===== config.mk =====
export PLATFORM = sky130hd
export DESIGN_NAME = bitband_bridge
export DESIGN_NICKNAME = d
export VERILOG_FILES = /design/src/rtl/bb_pkg.sv /design/src/rtl/bb_addr_map.sv /design/src/rtl/bb_bit_ops.sv /design/src/rtl/bb_ctrl.sv /design/src/rtl/bitband_bridge.sv
export SDC_FILE = /design/constraint.sdc
export NUM_CORES = 1
export LEC_CHECK = 0
export BUFFER_PORTS_ARGS = -buffer_cell sky130_fd_sc_hd__buf_4
export CAP_MARGIN = 20
export CORE_MARGIN = 5
export CORE_UTILIZATION = 30
export CTS_CLUSTER_SIZE = 24
export DETAILED_ROUTE_END_ITERATION = 7
export GPL_TIMING_DRIVEN = 0
export PLACE_DENSITY = 0.54
export SLEW_MARGIN = 40
export SYNTH_ARGS = -nofsm -noshare
export SYNTH_HDL_FRONTEND = slang
export SYNTH_HIERARCHICAL = 1
export SYNTH_SLANG_ARGS = --single-unit

===== constraint.sdc =====
create_clock -name clk -period 2.55 [get_ports clk]
set_clock_uncertainty 0.1 [all_clocks]
set_input_delay 0.255 -clock clk [delete_from_list [all_inputs] [get_ports clk]]
set_output_delay 0.255 -clock clk [all_outputs]
set_load 0.005 [all_outputs]

===== src/rtl/bb_pkg.sv =====
// Package: shared state encoding and size helpers for the bit-band alias bridge.
// Assumes sizes are carried as a plain byte count in a 3-bit field.
package bb_pkg;

    typedef enum logic [2:0] {
        ST_IDLE    = 3'd0,
        ST_RD_REQ  = 3'd1,
        ST_RD_WAIT = 3'd2,
        ST_WR_REQ  = 3'd3,
        ST_WR_WAIT = 3'd4,
        ST_RESP    = 3'd5
    } bb_state_t;

    // True for the byte counts the bridge supports.
    function automatic logic size_ok(input logic [2:0] sz);
        return (sz == 3'd1) || (sz == 3'd2) || (sz == 3'd4);
    endfunction

endpackage


===== src/rtl/bb_addr_map.sv =====
// Module: bb_addr_map
// Turns an alias address and access size into the size-aligned backing
// address and the bit index inside the fetched unit.
// Assumes the size is already legal (1, 2 or 4); other values act as 1.
module bb_addr_map #(
    parameter int              ADDR_W    = 32,
    parameter int              WIN_BITS  = 25,
    parameter logic [ADDR_W-1:0] BASE_ADDR = 32'h2000_0000,
    parameter int              IDX_W     = 5
) (
    input  logic [ADDR_W-1:0] alias_addr,
    input  logic [2:0]        acc_size,
    output logic [ADDR_W-1:0] back_addr,
    output logic [IDX_W-1:0]  bit_idx
);
    localparam int WORD_SHIFT = 5;

    logic [WIN_BITS-1:0] win_off;
    logic [ADDR_W-1:0]   raw_addr;
    logic [IDX_W-1:0]    idx_full;

    // Window offset and unaligned backing byte address.
    always_comb begin
        win_off  = alias_addr[WIN_BITS-1:0];
        raw_addr = BASE_ADDR | ADDR_W'(win_off >> WORD_SHIFT);
        idx_full = win_off[IDX_W+1:2];
    end

    // Align to the access size and restrict the bit index to the unit width.
    always_comb begin
        case (acc_size)
            3'd2: begin
                back_addr = {raw_addr[ADDR_W-1:1], 1'b0};
                bit_idx   = idx_full & IDX_W'(15);
            end
            3'd4: begin
                back_addr = {raw_addr[ADDR_W-1:2], 2'b00};
                bit_idx   = idx_full;
            end
            default: begin
                back_addr = raw_addr;
                bit_idx   = idx_full & IDX_W'(7);
            end
        endcase
    end

endmodule


===== src/rtl/bb_bit_ops.sv =====
// Module: bb_bit_ops
// Picks one bit out of a fetched backing unit and builds the updated unit
// for a write-back. Assumes little-endian, right-justified unit data, so
// bit index i is simply data bit i; bytes beyond the size are cleared.
module bb_bit_ops #(
    parameter int DATA_W = 32,
    parameter int IDX_W  = 5
) (
    input  logic [DATA_W-1:0] unit_in,
    input  logic [IDX_W-1:0]  bit_idx,
    input  logic [2:0]        acc_size,
    input  logic              new_bit,
    output logic              bit_out,
    output logic [DATA_W-1:0] unit_out
);
    localparam int NBYTES = DATA_W / 8;

    logic [DATA_W-1:0] size_mask;

    // Byte-lane mask: one generate slice per lane, live when lane < size.
    for (genvar g = 0; g < NBYTES; g++) begin : g_lane
        assign size_mask[8*g +: 8] = (g < int'(acc_size)) ? 8'hFF : 8'h00;
    end

    // Extract the selected bit and merge the new value into the unit.
    always_comb begin
        logic [DATA_W-1:0] masked;
        masked  = unit_in & size_mask;
        bit_out = masked[bit_idx];
        unit_out = masked;
        unit_out[bit_idx] = new_bit;
    end

endmodule


===== src/rtl/bb_ctrl.sv =====
// Module: bb_ctrl
// Sequencer for one alias access: accept, backing read, optional
// write-back, response. Holds the alias port busy for the whole sequence.
// Assumes the backing memory returns exactly one response per request.
module bb_ctrl
    import bb_pkg::*;
#(
    parameter int ADDR_W = 32,
    parameter int DATA_W = 32
) (
    input  logic              clk,
    input  logic              rst_n,
    input  logic              req_valid,
    output logic              req_ready,
    input  logic              req_write,
    input  logic [ADDR_W-1:0] req_addr,
    input  logic [2:0]        req_size,
    input  logic [DATA_W-1:0] req_wdata,
    output logic              rsp_valid,
    output logic              rsp_err,
    output logic [DATA_W-1:0] rsp_rdata,
    output logic              mem_req_valid,
    input  logic              mem_req_ready,
    output logic              mem_write,
    output logic [DATA_W-1:0] mem_wdata,
    input  logic              mem_rsp_valid,
    input  logic              mem_rsp_err,
    output logic [ADDR_W-1:0] lat_addr,
    output logic [2:0]        lat_size,
    output logic              lat_bit,
    input  logic              sel_bit,
    input  logic [DATA_W-1:0] merged_unit
);
    bb_state_t         state;
    logic              lat_write;
    logic [DATA_W-1:0] unit_q;
    logic              err_q;
    logic              bit_q;

    // Sequencer state and latched request fields.
    always_ff @(posedge clk) begin
        if (!rst_n) begin
            state     <= ST_IDLE;
            lat_write <= 1'b0;
            lat_addr  <= '0;
            lat_size  <= 3'd1;
            lat_bit   <= 1'b0;
            unit_q    <= '0;
            err_q     <= 1'b0;
            bit_q     <= 1'b0;
        end else begin
            case (state)
                ST_IDLE: begin
                    if (req_valid) begin
                        lat_write <= req_write;
                        lat_addr  <= req_addr;
                        lat_size  <= req_size;
                        lat_bit   <= req_wdata[0];
                        bit_q     <= 1'b0;
                        if (size_ok(req_size)) begin
                            err_q <= 1'b0;
                            state <= ST_RD_REQ;
                        end else begin
                            err_q <= 1'b1;
                            state <= ST_RESP;
                        end
                    end
                end
                ST_RD_REQ: if (mem_req_ready) state <= ST_RD_WAIT;
                ST_RD_WAIT: begin
                    if (mem_rsp_valid) begin
                        if (mem_rsp_err) begin
                            err_q <= 1'b1;
                            state <= ST_RESP;
                        end else if (lat_write) begin
                            unit_q <= merged_unit;
                            state  <= ST_WR_REQ;
                        end else begin
                            bit_q <= sel_bit;
                            state <= ST_RESP;
                        end
                    end
                end
                ST_WR_REQ: if (mem_req_ready) state <= ST_WR_WAIT;
                ST_WR_WAIT: begin
                    if (mem_rsp_valid) begin
                        err_q <= mem_rsp_err;
                        state <= ST_RESP;
                    end
                end
                default: state <= ST_IDLE;
            endcase
        end
    end

    // Port outputs decoded from the state and held registers.
    always_comb begin
        req_ready     = (state == ST_IDLE);
        mem_req_valid = (state == ST_RD_REQ) || (state == ST_WR_REQ);
        mem_write     = (state == ST_WR_REQ);
        mem_wdata     = unit_q;
        rsp_valid     = (state == ST_RESP);
        rsp_err       = err_q;
        rsp_rdata     = {{(DATA_W-1){1'b0}}, bit_q};
    end

endmodule


===== src/rtl/bitband_bridge.sv =====
// Module: bitband_bridge (top)
// Alias-window slave that maps each 32-bit alias word onto one bit of a
// backing memory, doing reads by bit extraction and writes by a sized
// read-modify-write. Assumes a little-endian backing port with
// right-justified unit data and one response per backing request.
module bitband_bridge #(
    parameter int                ADDR_W    = 32,
    parameter logic [ADDR_W-1:0] BASE_ADDR = 32'h2000_0000
) (
    input  logic              clk,
    input  logic              rst_n,
    input  logic              req_valid,
    output logic              req_ready,
    input  logic              req_write,
    input  logic [ADDR_W-1:0] req_addr,
    input  logic [2:0]        req_size,
    input  logic [31:0]       req_wdata,
    output logic              rsp_valid,
    output logic              rsp_err,
    output logic [31:0]       rsp_rdata,
    output logic              mem_req_valid,
    input  logic              mem_req_ready,
    output logic              mem_write,
    output logic [ADDR_W-1:0] mem_addr,
    output logic [2:0]        mem_size,
    output logic [31:0]       mem_wdata,
    input  logic              mem_rsp_valid,
    input  logic              mem_rsp_err,
    input  logic [31:0]       mem_rsp_rdata
);
    localparam int DATA_W   = 32;
    localparam int IDX_W    = $clog2(DATA_W);
    localparam int WIN_BITS = 25;

    logic [ADDR_W-1:0] lat_addr;
    logic [2:0]        lat_size;
    logic              lat_bit;
    logic [IDX_W-1:0]  bit_idx;
    logic              sel_bit;
    logic [DATA_W-1:0] merged_unit;

    bb_ctrl #(.ADDR_W(ADDR_W), .DATA_W(DATA_W)) u_ctrl (
        .clk           (clk),
        .rst_n         (rst_n),
        .req_valid     (req_valid),
        .req_ready     (req_ready),
        .req_write     (req_write),
        .req_addr      (req_addr),
        .req_size      (req_size),
        .req_wdata     (req_wdata),
        .rsp_valid     (rsp_valid),
        .rsp_err       (rsp_err),
        .rsp_rdata     (rsp_rdata),
        .mem_req_valid (mem_req_valid),
        .mem_req_ready (mem_req_ready),
        .mem_write     (mem_write),
        .mem_wdata     (mem_wdata),
        .mem_rsp_valid (mem_rsp_valid),
        .mem_rsp_err   (mem_rsp_err),
        .lat_addr      (lat_addr),
        .lat_size      (lat_size),
        .lat_bit       (lat_bit),
        .sel_bit       (sel_bit),
        .merged_unit   (merged_unit)
    );

    bb_addr_map #(
        .ADDR_W(ADDR_W), .WIN_BITS(WIN_BITS), .BASE_ADDR(BASE_ADDR), .IDX_W(IDX_W)
    ) u_map (
        .alias_addr (lat_addr),
        .acc_size   (lat_size),
        .back_addr  (mem_addr),
        .bit_idx    (bit_idx)
    );

    bb_bit_ops #(.DATA_W(DATA_W), .IDX_W(IDX_W)) u_bits (
        .unit_in  (mem_rsp_rdata),
        .bit_idx  (bit_idx),
        .acc_size (lat_size),
        .new_bit  (lat_bit),
        .bit_out  (sel_bit),
        .unit_out (merged_unit)
    );

    // Backing size follows the latched request size.
    assign mem_size = lat_size;

endmodule


# After elaboration in Yosys (flattened, before gate mapping)
# Cells that the tools add are included.
totals:
  ff_bits: 67
  inputBits: 106
  output_inout_bits: 104
  elab_cells: 77
classes:
  order_cmp: 6
  eq_ne: 18
  muxes: 31
  bitwise: 2
  reduce_logical: 12
ops:
  columns: ["cell", "count"]
  rows:
  - ["32-bit bitwise AND", 1]
  - ["32-bit bitwise mux", 1]
  - ["8-bit two-way mux", 4]
  - ["3-bit two-way mux", 8]
  - ["2-bit inequality test (second input constant)", 8]
  - ["3-bit case mux with 5 select lines", 1]
  - ["5-bit AND reduction", 3]
  - ["3-bit by 2-bit equality test with 1-bit output (second input constant)", 4]
  - ["3-bit equality test (second input constant)", 4]
  - ["1-bit two-way mux", 11]
  - ["5-bit case mux with 2 select lines", 1]
  - ["3-bit by 1-bit equality test with 1-bit output (second input constant)", 2]
  - ["1-bit by 3-bit < comparator with 1-bit output (first input constant)", 2]
  - ["2-bit by 3-bit < comparator with 1-bit output (first input constant)", 2]
  - ["5-bit by 6-bit < comparator with 1-bit output (second input constant)", 1]
  - ["1-bit binary-select mux with 5-bit select", 1]
  - ["1-bit demux with 5-bit select", 1]
  - ["5-bit by 1-bit greater-or-equal comparator with 1-bit output (second input constant)", 1]
  - ["2-bit case mux with 2 select lines", 1]
  - ["4-bit AND reduction", 1]
  - ["3-bit logical NOT", 1]
  - ["1-bit logical OR", 3]
  - ["1-bit case mux with 3 select lines", 1]
  - ["3-bit nonzero test", 1]
  - ["5 further kinds", 5]

# Logic depth before layout (Yosys ltp)
logic_depth:
  word_depth: 9
  ltp_mapped: 9
  mapped_depth_nobuf: 8

# Modules after synthesis
# Netlist, hierarchy kept.
modules_own_cells:
  columns: ["module", "n_inst", "cells_per_inst", "area_per_inst_um2"]
  rows:
  - ["bb_ctrl", 1, 383, 3190.6]
  - ["bb_bit_ops", 1, 165, 1041.0]
  - ["bb_addr_map", 1, 41, 302.8]

# Worst setup path before layout
# OpenSTA, ideal clock, no wires.
synth_path:
  path_kind: "flip-flop to flip-flop"
  startpoint: "register u_ctrl.lat_size[1]"
  endpoint: "register u_ctrl.bit_q"
  arrival_time_ps: 1977
  t_required_ps: 2335
  slack_ps: 358
  stages_incl_launch_ff: 10
  path_buffers: 1
  period_less_slack_ps: 2192
  path_cell_list: "dfxtp_1 -> xnor2_1 -> nor3b_2 -> clkbuf_1 -> nor3_1 -> a22o_1 -> a22oi_1 -> o211ai_1 -> and4_1 -> o21a_1"
synth_between:
  word_cells_on_any_way: 18
  classes_between: "order compare (4); eq/ne (2); mux (11); bitwise (1)"
synth_rtl:
  columns: ["item", "line_no", "source"]
  rows:
  - ["start: declaration", "bb_ctrl.sv:29", "output logic [2:0] lat_size,"]
  - ["start signal: assignment", "bb_ctrl.sv:57", "lat_size <= req_size;"]
  - ["3-bit equality test or 3-bit by 2-bit equality test with 1-bit output (tied branches)", "bb_addr_map.sv:31", "case (acc_size)"]
  - ["5-bit case mux with 2 select lines (*)", "bb_addr_map.sv:31", null]
  - ["named net bit_idx[3]", "bitband_bridge.sv:38", "logic [IDX_W-1:0] bit_idx;"]
  - ["1-bit binary-select mux with 5-bit select (*)", "bb_bit_ops.sv:29", "bit_out = masked[bit_idx];"]
  - ["1-bit two-way mux (implied by the code) (*)", "bb_bit_ops.sv:29", null]
  - ["named net sel_bit", "bitband_bridge.sv:39", "logic sel_bit;"]
  - ["1-bit two-way mux (*)", "bb_ctrl.sv:75", "end else if (lat_write) begin"]
  - ["1-bit two-way mux (*)", "bb_ctrl.sv:72", "if (mem_rsp_err) begin"]
  - ["1-bit two-way mux (*)", "bb_ctrl.sv:71", "if (mem_rsp_valid) begin"]
  - ["1-bit case mux with 2 select lines (*)", "bb_ctrl.sv:52", "case (state)"]
  - ["end signal: assignment", "bb_ctrl.sv:79", "bit_q <= sel_bit;"]
  - ["end: declaration", "bb_ctrl.sv:38", "logic bit_q;"]
# The timed path passes the listed nets; every way through them passes the cells marked *. The select of a mux whose other input is x is not followed.
# A chain may end at the register's enable or synchronous reset.

# Worst setup path after layout
layout_path:
  startpoint: "register u_ctrl.lat_addr[3]"
  endpoint: "register u_ctrl.bit_q"
layout_between:
  elab_chain_len: 7
layout_rtl:
  columns: ["item", "line_no", "source"]
  rows:
  - ["start: declaration", "bb_ctrl.sv:28", "output logic [ADDR_W-1:0] lat_addr,"]
  - ["start signal: assignment", "bb_ctrl.sv:56", "lat_addr <= req_addr;"]
  - ["5-bit case mux with 2 select lines", "bb_addr_map.sv:31", null]
  - ["named net bit_idx[1]", "bitband_bridge.sv:38", null]
  - ["1-bit binary-select mux with 5-bit select", "bb_bit_ops.sv:29", null]
  - ["1-bit two-way mux (implied by the code)", "bb_bit_ops.sv:29", null]
  - ["named net sel_bit", "bitband_bridge.sv:39", null]
  - ["1-bit two-way mux", "bb_ctrl.sv:75", null]
  - ["1-bit two-way mux", "bb_ctrl.sv:72", null]
  - ["1-bit two-way mux", "bb_ctrl.sv:71", null]
  - ["1-bit case mux with 2 select lines", "bb_ctrl.sv:52", null]
# The timed path passes the listed nets, and every way through them passes these cells. The select of a mux whose other input is x is not followed.

==> impl_metrics.ini <==
[detailed_routing]
drc = 0
firstDrtPassIters = 4
drtAntennaViolNets = 0
drtIter0Drc = 287
drt-total-wl_mm = 13.7
routed_via_density = 4.59
vias = 4200
routedWlPerCell_um = 15.0

[timing]
worst_pin_slew_ns = 0.705
finalSetupViolCount = 0
min_period_over_period = 0.933
finalHoldViolCount = 0
holdWs_ns = 0.0617
setup_slack_ns = 0.170
min_period_ns = 2.38
max_freq_ghz = 0.420
rsz0062_at_grt = no
drv_slew = 0
relSlewSlack = 0.528

[die]
initial_core_util = 0.305
core_um2 = 13800
ios = 210
fp-row-count = 43
dieWidth_um = 129
die_h_um = 129
die-area_um2 = 16500

[synth]
syn_inst = 553
yosysWarnings = 6
syn_avg_cell_area_um2 = 7.63
syn_area_um2 = 4220

[final_layout]
antenna_cells = 0
register_area_um2 = 1300
area_growth_pct = 38.8
multi_input_area_um2 = 2380
finalNetCount = 836
drive_gt1_frac = 0.332
design_area_um2 = 5850
fillers = 1472

[placed_design]
place_congestion = 0.870
portBuffers = 125
pre_cts_slack_ns = -0.212
place_area_um2 = 5530
place_hpwl_mm = 10.8

[global_route]
antenna_found_initial = 0
grt_use_total = 0.164
grt_pass1_wl_mm = 21.3
grt_max_degree = 11
grt_overflow_total = 0
grt_pass1_vias = 4198

[setup_path]
worstPathArrival_ns = 2.51
worstSetupEndpointType = register
timing.setup.critical_path_class = reg2reg
crit_path_max_fanout = 10
start_kind = register
crit_required_ns = 2.68

[hold_path]
hold_class = in2reg

[cts]
cts-htree-levels = 3
cts_sinks = 65
cts_root_buf = clkbuf_16
cts_hold_buf = 0
clkTransAtPathRegs_ns = 0.05
cts_tree = yes
clk_path_buf_depth = 2
clk_latency_ns = 0.34
cts_buffers = 9

[flow_run]
cap_violations = 0

[power]
vdd_ir_drop_max_mv = 0.353
power_density_nw_per_um2 = 532
leakage_uw = 0.00265

[outcome]
status = completed
==> sequential cells by signal, summed over array words and instances, names as in the netlist <==
signal and cells:
u_ctrl/mem_wdata 32, u_ctrl/lat_bit 1, u_ctrl/lat_addr 23, u_ctrl/state 3
u_ctrl/rsp_err 1, u_ctrl/bit_q 1, u_ctrl/lat_write 1, u_ctrl/lat_size 3
==> report_power, final <==
part           internal, uW  switching, uW  total, uW
combinational           381            390        771
sequential             1070           45.0       1120
clock                   781            447       1230
total                  2230            882       3120
==> through the flow <==
step                      TNS (ns)  utilization  power [uW]  instances
after floorplan                  0            -        1610        593
after global placement      -0.140        0.400        1890        898
after detailed placement    -0.212        0.400        1900        898
after CTS                        0        0.422        3150        915
after global routing             0        0.423        3290        915
final                            0        0.423        3120        915
==> per-layer routing <==
layer,track usage,vias to the layer above,part of all wire
li1,-,2130,-
met1,0.197,1886,0.41
met2,0.264,162,0.46
met3,0.0743,22,0.11
met4,0.0513,0,0.017
met5,0,-,0
==> cell usage in the layout (no fill, tap or decap), types with 2 or more instances in the layout <==
cell type,instances
or3_1,4
buf_1,4
xnor2_1,2
o211ai_1,32
and2_1,3
buf_4,191
a22o_1,3
a21boi_0,31
clkbuf_1,29
nor3_2,3
clkinv_2,2
nor2b_1,4
and3_1,2
nand2_1,161
buf_2,9
nor2_1,6
nand2b_1,3
nor3b_2,3
mux4_2,7
a21boi_1,30
o21a_1,4
xor2_1,2
clkbuf_16,9
dfxtp_1,63
or3b_2,3
dfxtp_2,2
nand3b_1,5
a22oi_1,2
conb_1,43
o21ai_0,6
or2_2,2
buf_6,4
nor3b_1,2
and3b_1,3
nand3_1,33
==> layout make-up <==
type / instances / area share
clock buffers: 13 / 0.0427
inverters: 1 / 0.000641
multi-input cells: 417 / 0.407
repair buffers: 126 / 0.162
flip-flops and latches: 65 / 0.223
clock inverters: 3 / 0.00684
plain buffers: 110 / 0.120
well taps: 180 / 0.0385
==> final timing paths <==
kind                                     from                                to  slack, ns  cells after the start
max           u_ctrl/lat_addr[3]$_SDFFE_PN0P_         u_ctrl/bit_q$_SDFFE_PN0P_       0.17                      9
min                               req_size[0]   u_ctrl/lat_size[0]$_SDFFE_PN1P_       0.06                      3
max reg2reg   u_ctrl/lat_addr[3]$_SDFFE_PN0P_         u_ctrl/bit_q$_SDFFE_PN0P_       0.17                      9
min reg2reg  u_ctrl/mem_wdata[1]$_SDFFE_PN0P_  u_ctrl/mem_wdata[1]$_SDFFE_PN0P_       0.35                      2
==> worst max-delay path: stages (launching register included) <==
cell	delay, ns
dfxtp_1	0.32
buf_4	0.10
buf_2	0.22
clkbuf_4	0.27
mux4_2	0.33
a22o_1	0.27
a22oi_1	0.13
o211ai_1	0.16
and4_1	0.21
o21a_1	0.15
==> what timing repair did <==
action	4_1_cts	5_1_grt
resized for setup	3	5
pin swaps	1	0
setup buffers	1	0
endpoints found under the setup margin	1	1
Power figures use the tool's default switching activity.
